$ cat src/rtl/pcmp_pkg.sv
package pcmp_pkg;

  // Window geometry fixed by the decision rules: bits before and after target
  localparam int PRE_DEPTH  = 4;
  localparam int POST_DEPTH = 3;
  localparam int WIN_LEN    = PRE_DEPTH + 1 + POST_DEPTH;
  localparam int TGT_IDX    = POST_DEPTH;   // index 0 is the newest bit

  typedef struct packed {
    logic early;
    logic late;
    logic lvl3t;
  } pc_flags_t;

  // Position helpers: distance k before / after the target inside the window
  function automatic int pre_pos(input int k);
    return TGT_IDX + k;
  endfunction

  function automatic int post_pos(input int k);
    return TGT_IDX - k;
  endfunction

  // Decision for the bit sitting at TGT_IDX
  function automatic pc_flags_t classify(input logic [WIN_LEN-1:0] w,
                                         input logic en3t);
    pc_flags_t res;
    logic pre_any;
    logic post_any;
    res      = '0;
    pre_any  = 1'b0;
    post_any = 1'b0;
    for (int k = 1; k <= PRE_DEPTH; k++)  pre_any  = pre_any  | w[pre_pos(k)];
    for (int k = 1; k <= POST_DEPTH; k++) post_any = post_any | w[post_pos(k)];
    if (w[TGT_IDX] && !w[pre_pos(1)] && !w[pre_pos(2)] && !w[post_pos(1)]) begin
      if (pre_any && !post_any) begin
        res.early = 1'b1;
        res.lvl3t = en3t & ~w[pre_pos(3)];
      end else if (post_any && !pre_any) begin
        res.late  = 1'b1;
        res.lvl3t = en3t & ~w[post_pos(2)];
      end
    end
    return res;
  endfunction

endpackage

$ cat src/rtl/pcmp_window.sv
module pcmp_window
  import pcmp_pkg::*;
#(
  parameter int LEN = WIN_LEN
) (
  input  logic           clk,
  input  logic           rst_n,
  input  logic           din,
  output logic [LEN-1:0] win
);

  logic [LEN-1:0] stage_q;

  always_ff @(posedge clk or negedge rst_n) begin
    if (!rst_n) stage_q[0] <= 1'b0;
    else        stage_q[0] <= din;
  end

  for (genvar g = 1; g < LEN; g++) begin : g_stage
    always_ff @(posedge clk or negedge rst_n) begin
      if (!rst_n) stage_q[g] <= 1'b0;
      else        stage_q[g] <= stage_q[g-1];
    end
  end

  assign win = stage_q;

endmodule

$ cat src/rtl/pcmp_classify.sv
module pcmp_classify
  import pcmp_pkg::*;
(
  input  logic [WIN_LEN-1:0] win,
  input  logic               en3t,
  output logic               tgt_bit,
  output pc_flags_t          flags
);

  assign tgt_bit = win[TGT_IDX];

  always_comb begin
    flags = classify(win, en3t);
  end

endmodule

$ cat src/rtl/pcmp_align.sv
module pcmp_align
  import pcmp_pkg::*;
(
  input  logic      clk,
  input  logic      rst_n,
  input  logic      bypass,
  input  logic      raw_bit,
  input  logic      tgt_bit,
  input  pc_flags_t flags_in,
  output logic      code_q,
  output pc_flags_t flags_q
);

  always_ff @(posedge clk or negedge rst_n) begin
    if (!rst_n) begin
      code_q  <= 1'b0;
      flags_q <= '0;
    end else if (bypass) begin
      code_q  <= raw_bit;
      flags_q <= '0;
    end else begin
      code_q  <= tgt_bit;
      flags_q <= flags_in;
    end
  end

endmodule

$ cat src/rtl/pcmp_detect.sv
module pcmp_detect
  import pcmp_pkg::*;
(
  input  logic clk,
  input  logic rst_n,
  input  logic code_in,
  input  logic cfg_3t_en,
  input  logic bypass,
  output logic code_out,
  output logic early,
  output logic late,
  output logic lvl3t
);

  logic [WIN_LEN-1:0] win;
  logic               tgt_bit;
  pc_flags_t          dec_flags;
  pc_flags_t          out_flags;

  pcmp_window #(.LEN(WIN_LEN)) i_window (
    .clk   (clk),
    .rst_n (rst_n),
    .din   (code_in),
    .win   (win)
  );

  pcmp_classify i_classify (
    .win     (win),
    .en3t    (cfg_3t_en),
    .tgt_bit (tgt_bit),
    .flags   (dec_flags)
  );

  pcmp_align i_align (
    .clk      (clk),
    .rst_n    (rst_n),
    .bypass   (bypass),
    .raw_bit  (code_in),
    .tgt_bit  (tgt_bit),
    .flags_in (dec_flags),
    .code_q   (code_out),
    .flags_q  (out_flags)
  );

  assign early = out_flags.early;
  assign late  = out_flags.late;
  assign lvl3t = out_flags.lvl3t;

endmodule

$ cat config.mk
export PLATFORM = sky130hd
export DESIGN_NAME = pcmp_detect
export DESIGN_NICKNAME = d
export VERILOG_FILES = /design/src/rtl/pcmp_pkg.sv /design/src/rtl/pcmp_window.sv /design/src/rtl/pcmp_classify.sv /design/src/rtl/pcmp_align.sv /design/src/rtl/pcmp_detect.sv
export SDC_FILE = /design/constraint.sdc
export NUM_CORES = 1
export LEC_CHECK = 0
export ABC_AREA = 0
export BUFFER_PORTS_ARGS = -buffer_cell sky130_fd_sc_hd__clkbuf_2
export CAP_MARGIN = 0
export CORE_AREA = 4 4 41 43
export CTS_CLUSTER_DIAMETER = 100
export DETAILED_ROUTE_END_ITERATION = 12
export DIE_AREA = 0 0 45 47
export PLACE_DENSITY = 0.6
export SETUP_SLACK_MARGIN = 0.02
export SLEW_MARGIN = 20
export SYNTH_ARGS = -nofsm -noshare
export SYNTH_HDL_FRONTEND = slang
export SYNTH_SLANG_ARGS = --single-unit
$ cat constraint.sdc
create_clock -name clk -period 1 [get_ports clk]
set_input_delay 0.1 -clock clk [delete_from_list [all_inputs] [get_ports clk]]
set_output_delay 0.1 -clock clk [all_outputs]
set_load 0.01 [all_outputs]
# Word level (Yosys, flattened, before mapping)
# Cells that the tools add are included.
# Widths: inputs -> output; s select.
[totals] output_inout_bits=4 register_bits=12 inputBits=5
[op_classes] n_reduce_logical=10 bitwise=9 n_mux=7
[op_table] cell="$mux 3" count=2
[op_table] cell="$logic_and 1x1->1" count=5
[op_table] cell="$logic_not 1->1" count=5
[op_table] cell="$or 1x1->1" count=5
[op_table] cell="$mux 1" count=4
[op_table] cell="$and 1x1->1" count=2
[op_table] cell="$mux 2" count=1
[op_table] cell="$not 1->1" count=2

# Logic depth before layout (Yosys ltp)
# Gate-level depths: netlist (run 1).
[depth] depth_word=9 depth_mapped=3 mapped_depth_nobuf=3

# By module
# A second synthesis (run 1) with hierarchy kept.
[hier_totals] cells_unflattened=26 hier_area_um2=414.1
[modules_own_cells] mod="pcmp_window" n_inst=1 seq_area_each_um2=200.2 area_per_inst_um2=200.2 cells_each=8
[modules_own_cells] mod="pcmp_align" n_inst=1 seq_area_each_um2=100.1 area_per_inst_um2=141.4 cells_each=8
[modules_own_cells] mod="pcmp_classify" n_inst=1 seq_area_each_um2=0.0 area_per_inst_um2=72.6 cells_each=10

# Least setup slack after synthesis (run 1)
# No wires, ideal clock.
[synth_timing] path_type="reg-to-reg" start="register i_window.stage_q[2] (netlist: i_window.win[2])" end="register i_align.flags_q[2] (netlist name)" t_required_ps=899 path_stages_with_launch=4 t_arrival_ps=889 setup_slack_ps=10 path_cell_list="dfrtp_1 nor3_2 nand3b_1 nor4_1"
[synth_via] elab_chain_len=7
[synth_rtl] item="from (decl)" line_no="pcmp_window.sv:12" source="logic [LEN-1:0] stage_q;"
[synth_rtl] item="from (signal, indexed assignment)" line_no="pcmp_window.sv:22" source="else stage_q[g] <= stage_q[g-1];"
[synth_rtl] item="$or 1x1->1 (2 in a row)" line_no="pcmp_pkg.sv:34" source="for (int k = 1; k <= POST_DEPTH; k++) post_any = post_any | w[post_pos(k)];"
[synth_rtl] item="$logic_not 1->1" line_no="pcmp_pkg.sv:36" source="if (pre_any && !post_any) begin"
[synth_rtl] item="$logic_and 1x1->1" line_no="pcmp_pkg.sv:36"
[synth_rtl] item="$mux 1" line_no="pcmp_pkg.sv:36"
[synth_rtl] item="$mux 3 *" line_no="pcmp_pkg.sv:35" source="if (w[TGT_IDX] && !w[pre_pos(1)] && !w[pre_pos(2)] && !w[post_pos(1)]) begin"
[synth_rtl] item="$mux 3 *" line_no="pcmp_align.sv:18" source="end else if (bypass) begin"
[synth_rtl] item="to (signal assigned)" line_no="pcmp_align.sv:23" source="flags_q <= flags_in;"
[synth_rtl] item="to (decl)" line_no="pcmp_align.sv:11" source="output pc_flags_t flags_q"
# Every way passes the cells marked *; elsewhere a longest branch is shown, timed or not.

# Final worst setup path (run 1)
[layout_timing] start="register i_window.stage_q[5] (netlist: i_window.win[5])" end="register i_align.flags_q[2] (netlist name)"
[layout_via] elab_chain_len=7
[layout_rtl] item="$or 1x1->1 (3 in a row)" line_no="pcmp_pkg.sv:33" source="for (int k = 1; k <= PRE_DEPTH; k++) pre_any = pre_any | w[pre_pos(k)];"
[layout_rtl] item="$logic_and 1x1->1" line_no="pcmp_pkg.sv:36"
[layout_rtl] item="$mux 1" line_no="pcmp_pkg.sv:36"
[layout_rtl] item="$mux 3 *" line_no="pcmp_pkg.sv:35"
[layout_rtl] item="$mux 3 *" line_no="pcmp_align.sv:18"
# Marked as above.

==> results.toml, run 1 <==
[detailed_routing]
drt-total-wl_um = 685
avgViaCountPerCell = 4.34
drt_iter0_markers = 1
drc = 0
first_pass_iters = 2
ant_nets = 0
wl_per_cell_um = 11.6
vias = 256

[floorplanning]
dieArea_um2 = 2120
ios = 9
rows = 13
fp.coreArea_um2 = 1300
fp.dieH_um = 47
dieWidth_um = 45
initial_core_util_pct = 29.7

[min_path]
hold_end = "i_align.flags_q[0]"
min_path_cells = 2
hold_class = "in -> reg"
min_from = "cfg_3t_en"

[power_and_ir_drop]
p_per_area_nw_per_um2 = 1750
p_leak_nw = 0.265
vdd_ir_drop_max_uv = 642

[final_layout]
regArea_um2 = 300
final_cell_mix = "dfrtp_1, clkbuf_2, buf_4"
final_common_cell = "dfrtp_1"
drive_above_1_share_pct = 47.7
multi_input_area_um2 = 86.3
n_antenna_cell = 0
fin_nets = 50
design_area_um2 = 547
area_growth_pct = 41.4
fill_cells = 134

[grt]
grt_pass1_wl_mm = 1.24
grt.busiest_layer = "met2"
grt_use_total_pct = 8.87
grt_pass1_vias = 280
grt_remaining_overflow = 0
antenna_found_initial = 0
grt_max_degree = 13
use_met1_pct = 10.6
grt_use_met3_pct = 3.45
grt_use_met2_pct = 11.9

[timing]
finalSetupViolations = 3
fin_crit_sh_pct = 104
clock.fmax_mhz = 958
final-hold-violation-count = 0
slew_headroom_pct = 80.8
period_minus_slack_ns = 1.04
worst_slew_pin_slew_ns = 0.288
worst_slack_ns = -0.0440
rsz0062_at_grt = "true"
maxSlewViolCount = 0
fin_skew_ns = 0.000327

[logic_synthesis]
synth_simple_gate_area_share_pct = 17.2
synth_top_family_by_area = "simple AND/OR/NAND/NOR gates"
synthAdderAreaFrac_pct = 0
synth.area.mux_share_pct = 2.91
synth_top_area_share_pct = 77.7
seq_area_frac_synth_pct = 77.7
ys_ff_latch = 12
yosysTopAreaCell = "dfrtp_1"
synth_area_um2 = 387
yosysWarnings = 0
synth-compound-area-share_pct = 0
syn-num-nets = 29
syn_area_per_cell_um2 = 16.1
yosysUniqueCellTypes = 11
netlist_instances = 24
synth-xor-area-share_pct = 2.27
ys_top_cells_by_area = "dfrtp_1, nor4b_2, mux2_2"

[critical_path]
startpoint_type = "register"
crit_path_max_fanout = 2
rrSetupSlack_ns = -0.04
reg2reg_to = "i_align.flags_q[2]"
worstSetupEndpointType = "register"
critical-path-top-delay-family = "simple AND/OR/NAND/NOR gates"
slowest_delay_ns = 0.39
r2r-start = "i_window.win[5]"
cp.arrival_ns = 1.22
crit_chain = "nor3_2 -> nand3b_1 -> nor4_1"
ff2ff_path_depth = 3
cp.buffers_inverters = 0
cpMaxStageDelayCell = "dfrtp_1"
critPathRequiredTime_ns = 1.17
crit_type = "reg -> reg"

[clock_network]
insertion_delay_ns = 0.26
cts_root_buf = "clkbuf_4"
cts-resized-gates = 0
cts.sinks = 12
path_clk_slew_ns = 0.07
clockBufferDepth = 2
cts_max_level = 1
cts_tree = "built"
cts_buffers = 3

[run]
cap_violations = 0

[place]
routabilityCongestion = 0.747
pre_cts_ws_ns = -0.0598
dpl.hpwl_um = 488
dpl_cell_area_um2 = 468
portBuffers = 8

[outcome]
violations = "setup timing"
status = "finished, violations left"
==> worst max-delay path by stage <==
stage,end,startpoint,depth (start not counted),slack [ns]
2_1_floorplan,i_align.flags_q[2],i_window.win[5],3,0.03
3_3_place_gp,i_align.flags_q[2],i_window.win[5],3,-0.05
3_5_place_dp,i_align.flags_q[2],i_window.win[5],3,-0.06
4_1_cts,i_align.flags_q[2],i_window.win[5],3,-0.07
5_1_grt,i_align.flags_q[0],i_window.win[5],3,-0.15
6_report,i_align.flags_q[2],i_window.win[5],3,-0.04
==> stage by stage <==
step	utilization [%]	TNS, ns	hold slack, ns	std cells	total power (W)
after floorplan	-	0	-0.196	24	0.000543
after global placement	36.0	-0.0510	-0.0127	50	0.000577
after detailed placement	36.0	-0.0928	-0.00708	50	0.000579
after CTS	42.0	-0.126	0.0772	59	0.000971
after global routing	42.0	-0.410	0.0916	59	0.000998
final	42.0	-0.0906	0.0871	59	0.000954
==> per-layer routing <==
| metal | part of all wire [%] | wire length, µm |
|---|---|---|
| met1 | 42 | 286 |
| met2 | 49 | 337 |
| met3 | 8.8 | 60 |
| met4 | 0 | 0 |
| met5 | 0 | 0 |
==> kinds of logic after synthesis <==
group	count (synthesis)
and+or+nand+nor	10
xor gates and xnor gates	1
DFF	12
muxes	1
==> flip-flops by register name, summed over array words and instances (netlist names) <==
name / count
i_window.win: 8
i_align.code_q: 1
i_align.flags_q: 3
==> report_power, final <==
| part | switching [W] | total [W] | leakage, nW | internal, W |
|---|---|---|---|---|
| logic | 0.0000295 | 0.0000655 | 0.0973 | 0.0000359 |
| clock network | 0.000150 | 0.000371 | 0.0210 | 0.000221 |
| registers | 0.0000127 | 0.000518 | 0.147 | 0.000505 |
| total | 0.000192 | 0.000954 | 0.265 | 0.000762 |
==> timing repair <==
action,CTS,global route
hold buffers,2,0
buffers inserted,3,0
cloned,0,0
setup endpoints to repair,2,3
hold endpoints to repair,13,0
pin swaps,1,1
==> worst register-to-register path: stages, from the launching register on <==
cell,delay [ns]
dfrtp_1,0.39
nor3_2,0.19
nand3b_1,0.15
nor4_1,0.23
==> layout make-up <==
cell class	count	area share, %
Sequential cell	12	54.9
Timing Repair Buffer	16	19.2
Multi-Input combinational cell	12	15.8
Clock buffer	4	6.64
Tap cell	15	3.43
==> synthesized netlist by cell type <==
library cell	number
nor2b_1	1
nor3_1	1
nor3_2	1
nand3b_1	1
nor4b_2	1
nor4_1	1
xor2_1	1
mux2_2	1
nand3_1	1
nor2_1	3
dfrtp_1	12
Power figures use the tool's default switching activity.
==> run 2: changes to the inputs <==
PLACE_DENSITY = 0.58   (was 0.6)
SKIP_CTS_REPAIR_TIMING = 1   (was not set)
clock period = 1.3 ns   (was 1 ns; I/O delays follow)
==> run 2 against run 1 <==
Compared with the run above:
- the flow now finishes without violations
- combinational power is 47% lower
- die area unchanged
- power is 24% lower
- first-iteration DRC count stayed put
- critical path type unchanged
- routed wire length decreased by 10%
- worst hold slack improved by 0.032 ns
==> results.toml, run 2 (synthesis results as in run 1) <==
[outcome]
status = "finished, final reports clean"

[final_layout]
final_common_cell = "dfrtp_1"
area_growth_pct = 29.8
final_cell_mix = "dfrtp_1, clkbuf_2, nor2_1, clkbuf_4, dlygate4sd3_1"
fin_cells = 53
fin_nets = 44
drive_above_1_share_pct = 39.5
n_antenna_cell = 0
design_area_um2 = 502
largest_reg_flops = 8
final_util_pct = 38.6

[run]
cap_violations = 0

[floorplanning]
rows = 13
initial_core_util_pct = 29.7
dieWidth_um = 45
ios = 9
dieArea_um2 = 2120
fp.coreArea_um2 = 1300
fp.dieH_um = 47

[power_and_ir_drop]
p_per_area_nw_per_um2 = 1440
p_leak_nw = 0.234
vdd_ir_drop_max_uv = 438

[critical_path]
critPathRequiredTime_ns = 1.47
crit_type = "reg -> reg"
crit_chain = "nor3_2 -> nand3b_1 -> nor4_1"
cpMaxStageDelayCell = "dfrtp_1"
cp.arrival_ns = 1.28
slowest_delay_ns = 0.44
critical-path-top-delay-family = "simple AND/OR/NAND/NOR gates"
startpoint_type = "register"
cp.buffers_inverters = 0
crit_path_max_fanout = 5
worstSetupEndpointType = "register"

[timing]
worst_slew_pin_slew_ns = 0.286
final-hold-violation-count = 0
fin_crit_sh_pct = 85.9
hold_ws_ns = 0.120
slew_headroom_pct = 80.9
tns_ns = 0
finalSetupViolations = 0
period_minus_slack_ns = 1.12
maxSlewViolCount = 0
clock.fmax_mhz = 896
fin_skew_ns = 0.00613
rsz0062_at_grt = "false"

[clock_network]
cts_buffers = 3
cts.sinks = 12
cts_max_level = 1
cts_root_buf = "clkbuf_4"
cts_tree = "built"
path_clk_slew_ns = 0.07
clockBufferDepth = 2
insertion_delay_ns = 0.27

[detailed_routing]
avgViaCountPerCell = 4.28
drt_iter0_markers = 1
first_pass_iters = 2
drt-total-wl_um = 616
drc = 0
ant_nets = 0
vias = 227
wl_per_cell_um = 11.6

[min_path]
hold_class = "in -> reg"

[grt]
antenna_found_initial = 0
grt_pass1_vias = 250
grt_use_total_pct = 7.40
grt_remaining_overflow = 0
grt_max_degree = 13
grt_pass1_wl_mm = 1.04

[place]
dpl.hpwl_um = 475
portBuffers = 8
dpl_cell_area_um2 = 445
dp.cells = 47
routabilityCongestion = 0.660
run 2: changes by cell type in the layout (fill, tap and decap cells not counted), sizes merged:
cell	delta
buf	-6
run 2: per-layer routing:
layer / global-route usage (%) / wire (µm) / vias up / share of wire (%)
li1: - / - / 109 / -
met1: 7.66 / 263 / 109 / 43
met2: 10.5 / 284 / 9 / 46
met3: 3.07 / 68 / 0 / 11
met4: 8.77 / 0 / 0 / 0
met5: 0 / 0 / - / 0
run 2: area by class of cell:
class,instances,area (µm²)
Fill cell,141,800
Sequential cell,12,300
Multi-Input combinational cell,12,86.3
Timing Repair Buffer,10,60.1
Clock buffer,4,36.3
Tap cell,15,18.8
run 2: worst register-to-register path, stage by stage, from the launching register on:
cell and delay [ns]:
dfrtp_1 0.44, nor3_2 0.20, nand3b_1 0.13, nor4_1 0.25
run 2: worst paths after layout:
path,slack [ns],startpoint,to,depth (start not counted)
worst max-delay path,0.18,i_window.win[2],i_align.flags_q[2],3
worst min-delay path,0.12,cfg_3t_en,i_align.flags_q[0],2
worst max register to register,0.18,i_window.win[2],i_align.flags_q[2],3
worst min register to register,0.38,i_window.win[4],i_window.win[5],0
max in group asynchronous,0.81,rst_n,i_window.win[4],2
min in group asynchronous,0.27,rst_n,i_align.flags_q[1],2
run 2: per-stage QoR:
stage	power [W]	setup WS (ns)
floorplan	0.000418	0.311
global placement	0.000437	0.231
detailed placement	0.000439	0.168
CTS	0.000730	0.147
global route	0.000746	0.0759
finish	0.000722	0.184
run 2: power breakdown:
group           total, W  leakage, nW  internal [W]  switching (W)
Clock           0.000287       0.0210      0.000170       0.000117
Sequential      0.000400        0.147      0.000388      0.0000116
Combinational  0.0000347       0.0662     0.0000175      0.0000172
==> run 3: changes to the inputs <==
clock period = 1.1 ns   (was 1.3 ns; I/O delays follow)
==> run 3 against run 2 <==
Compared with the run above:
- via count up 1.8%
- sequential power up 18%
- first-iteration DRC count down 100%
- non-clock buffer count unchanged
- cell count unchanged
- worst hold slack worse by 0.022 ns
- critical path depth unchanged
- clock power up 20%
==> results.toml, run 3 (synthesis results as in run 1) <==
[detailed_routing]
wl_per_cell_um = 11.6
drt-total-wl_um = 614
drt_iter0_markers = 0
first_pass_iters = 1
ant_nets = 0
drc = 0
vias = 231
avgViaCountPerCell = 4.36

[grt]
grt_use_total_pct = 7.74
grt_pass1_wl_mm = 1.08
grt_pass1_vias = 254
antenna_found_initial = 0
grt_remaining_overflow = 0
grt_max_degree = 13

[critical_path]
crit_type = "reg -> reg"
crit_path_max_fanout = 2
critPathRequiredTime_ns = 1.28
worstSetupEndpointType = "register"
startpoint_type = "register"
slowest_delay_ns = 0.39
cpMaxStageDelayCell = "dfrtp_1"
cp.buffers_inverters = 0
rrSetupSlack_ns = 0.05
reg2reg_to = "i_align.flags_q[0]"
ff2ff_path_depth = 3
crit_chain = "nor3_2 -> nand3b_1 -> nor4b_2"
r2r-start = "i_window.win[5]"
critical-path-top-delay-family = "simple AND/OR/NAND/NOR gates"
cp.arrival_ns = 1.23

[timing]
slew_headroom_pct = 80.3
worst_slack_ns = 0.0503
fin_crit_sh_pct = 95.4
clock.fmax_mhz = 953
tns_ns = 0
worst_slew_pin_slew_ns = 0.295
maxSlewViolCount = 0
final-hold-violation-count = 0
finalSetupViolations = 0
rsz0062_at_grt = "true"
fin_skew_ns = 0.00357
hold_ws_ns = 0.0971
period_minus_slack_ns = 1.05

[place]
dpl.hpwl_um = 450
pre_cts_ws_ns = 0.0161
routabilityCongestion = 0.661
portBuffers = 8
dpl_cell_area_um2 = 445

[min_path]
min_path_cells = 2
min_from = "cfg_3t_en"
hold_class = "in -> reg"
hold_end = "i_align.flags_q[0]"

[final_layout]
drive_above_1_share_pct = 39.5
multi_input_area_um2 = 86.3
final_common_cell = "dfrtp_1"
design_area_um2 = 502
final_cell_mix = "dfrtp_1, clkbuf_2, nor2_1, clkbuf_4, dlygate4sd3_1"
area_growth_pct = 29.8
fin_nets = 44
fill_cells = 141
largest_reg_flops = 8
n_antenna_cell = 0
regArea_um2 = 300

[power_and_ir_drop]
vdd_ir_drop_max_uv = 737
p_per_area_nw_per_um2 = 1710
total_power_w = 0.000857
p_leak_nw = 0.234

[clock_network]
cts.sinks = 12
path_clk_slew_ns = 0.07
cts_root_buf = "clkbuf_4"
cts_max_level = 1
insertion_delay_ns = 0.27
cts_buffers = 3
cts_tree = "built"
clockBufferDepth = 2

[floorplanning]
dieWidth_um = 45
fp.coreArea_um2 = 1300
rows = 13
initial_core_util_pct = 29.7
fp.dieH_um = 47
dieArea_um2 = 2120
ios = 9

[outcome]
status = "finished, final reports clean"

[run]
cap_violations = 0
run 3: cell type report:
class,instances,share of cell area (%)
Multi-Input combinational cell,12,17.2
Tap cell,15,3.74
Timing Repair Buffer,10,12.0
Sequential cell,12,59.9
Clock buffer,4,7.23
run 3: worst max-delay path by stage:
stage	start	end	slack [ns]	cells past startpoint
6_report	i_window.win[5]	i_align.flags_q[0]	0.05	3
2_1_floorplan	i_window.win[2]	i_align.flags_q[2]	0.11	3
3_5_place_dp	i_window.win[2]	i_align.flags_q[2]	0.02	3
5_1_grt	i_window.win[5]	i_align.flags_q[0]	-0.05	3
4_1_cts	i_window.win[2]	i_align.flags_q[2]	-0.005	3
3_3_place_gp	i_window.win[2]	i_align.flags_q[2]	0.03	3
run 3: per-layer routing:
layer	GRT usage (%)	vias up	part of all wire (%)
li1	-	111	-
met2	10.7	11	43
met4	7.02	0	2.3
met1	8.45	107	43
met3	4.21	2	12
met5	0	-	0
run 3: report_power, final:
part           internal, W  switching, W   total, W
clock network     0.000201      0.000142   0.000343
logic            0.0000207     0.0000209  0.0000416
registers         0.000459     0.0000133   0.000472
run 3: per-stage QoR:
| stage | util, % | std cells |
|---|---|---|
| 2_1_floorplan | - | 24 |
| 3_3_place_gp | 34.2 | 47 |
| 3_5_place_dp | 34.2 | 47 |
| 4_1_cts | 37.0 | 51 |
| 5_1_grt | 38.6 | 53 |
| 6_report | 38.6 | 53 |
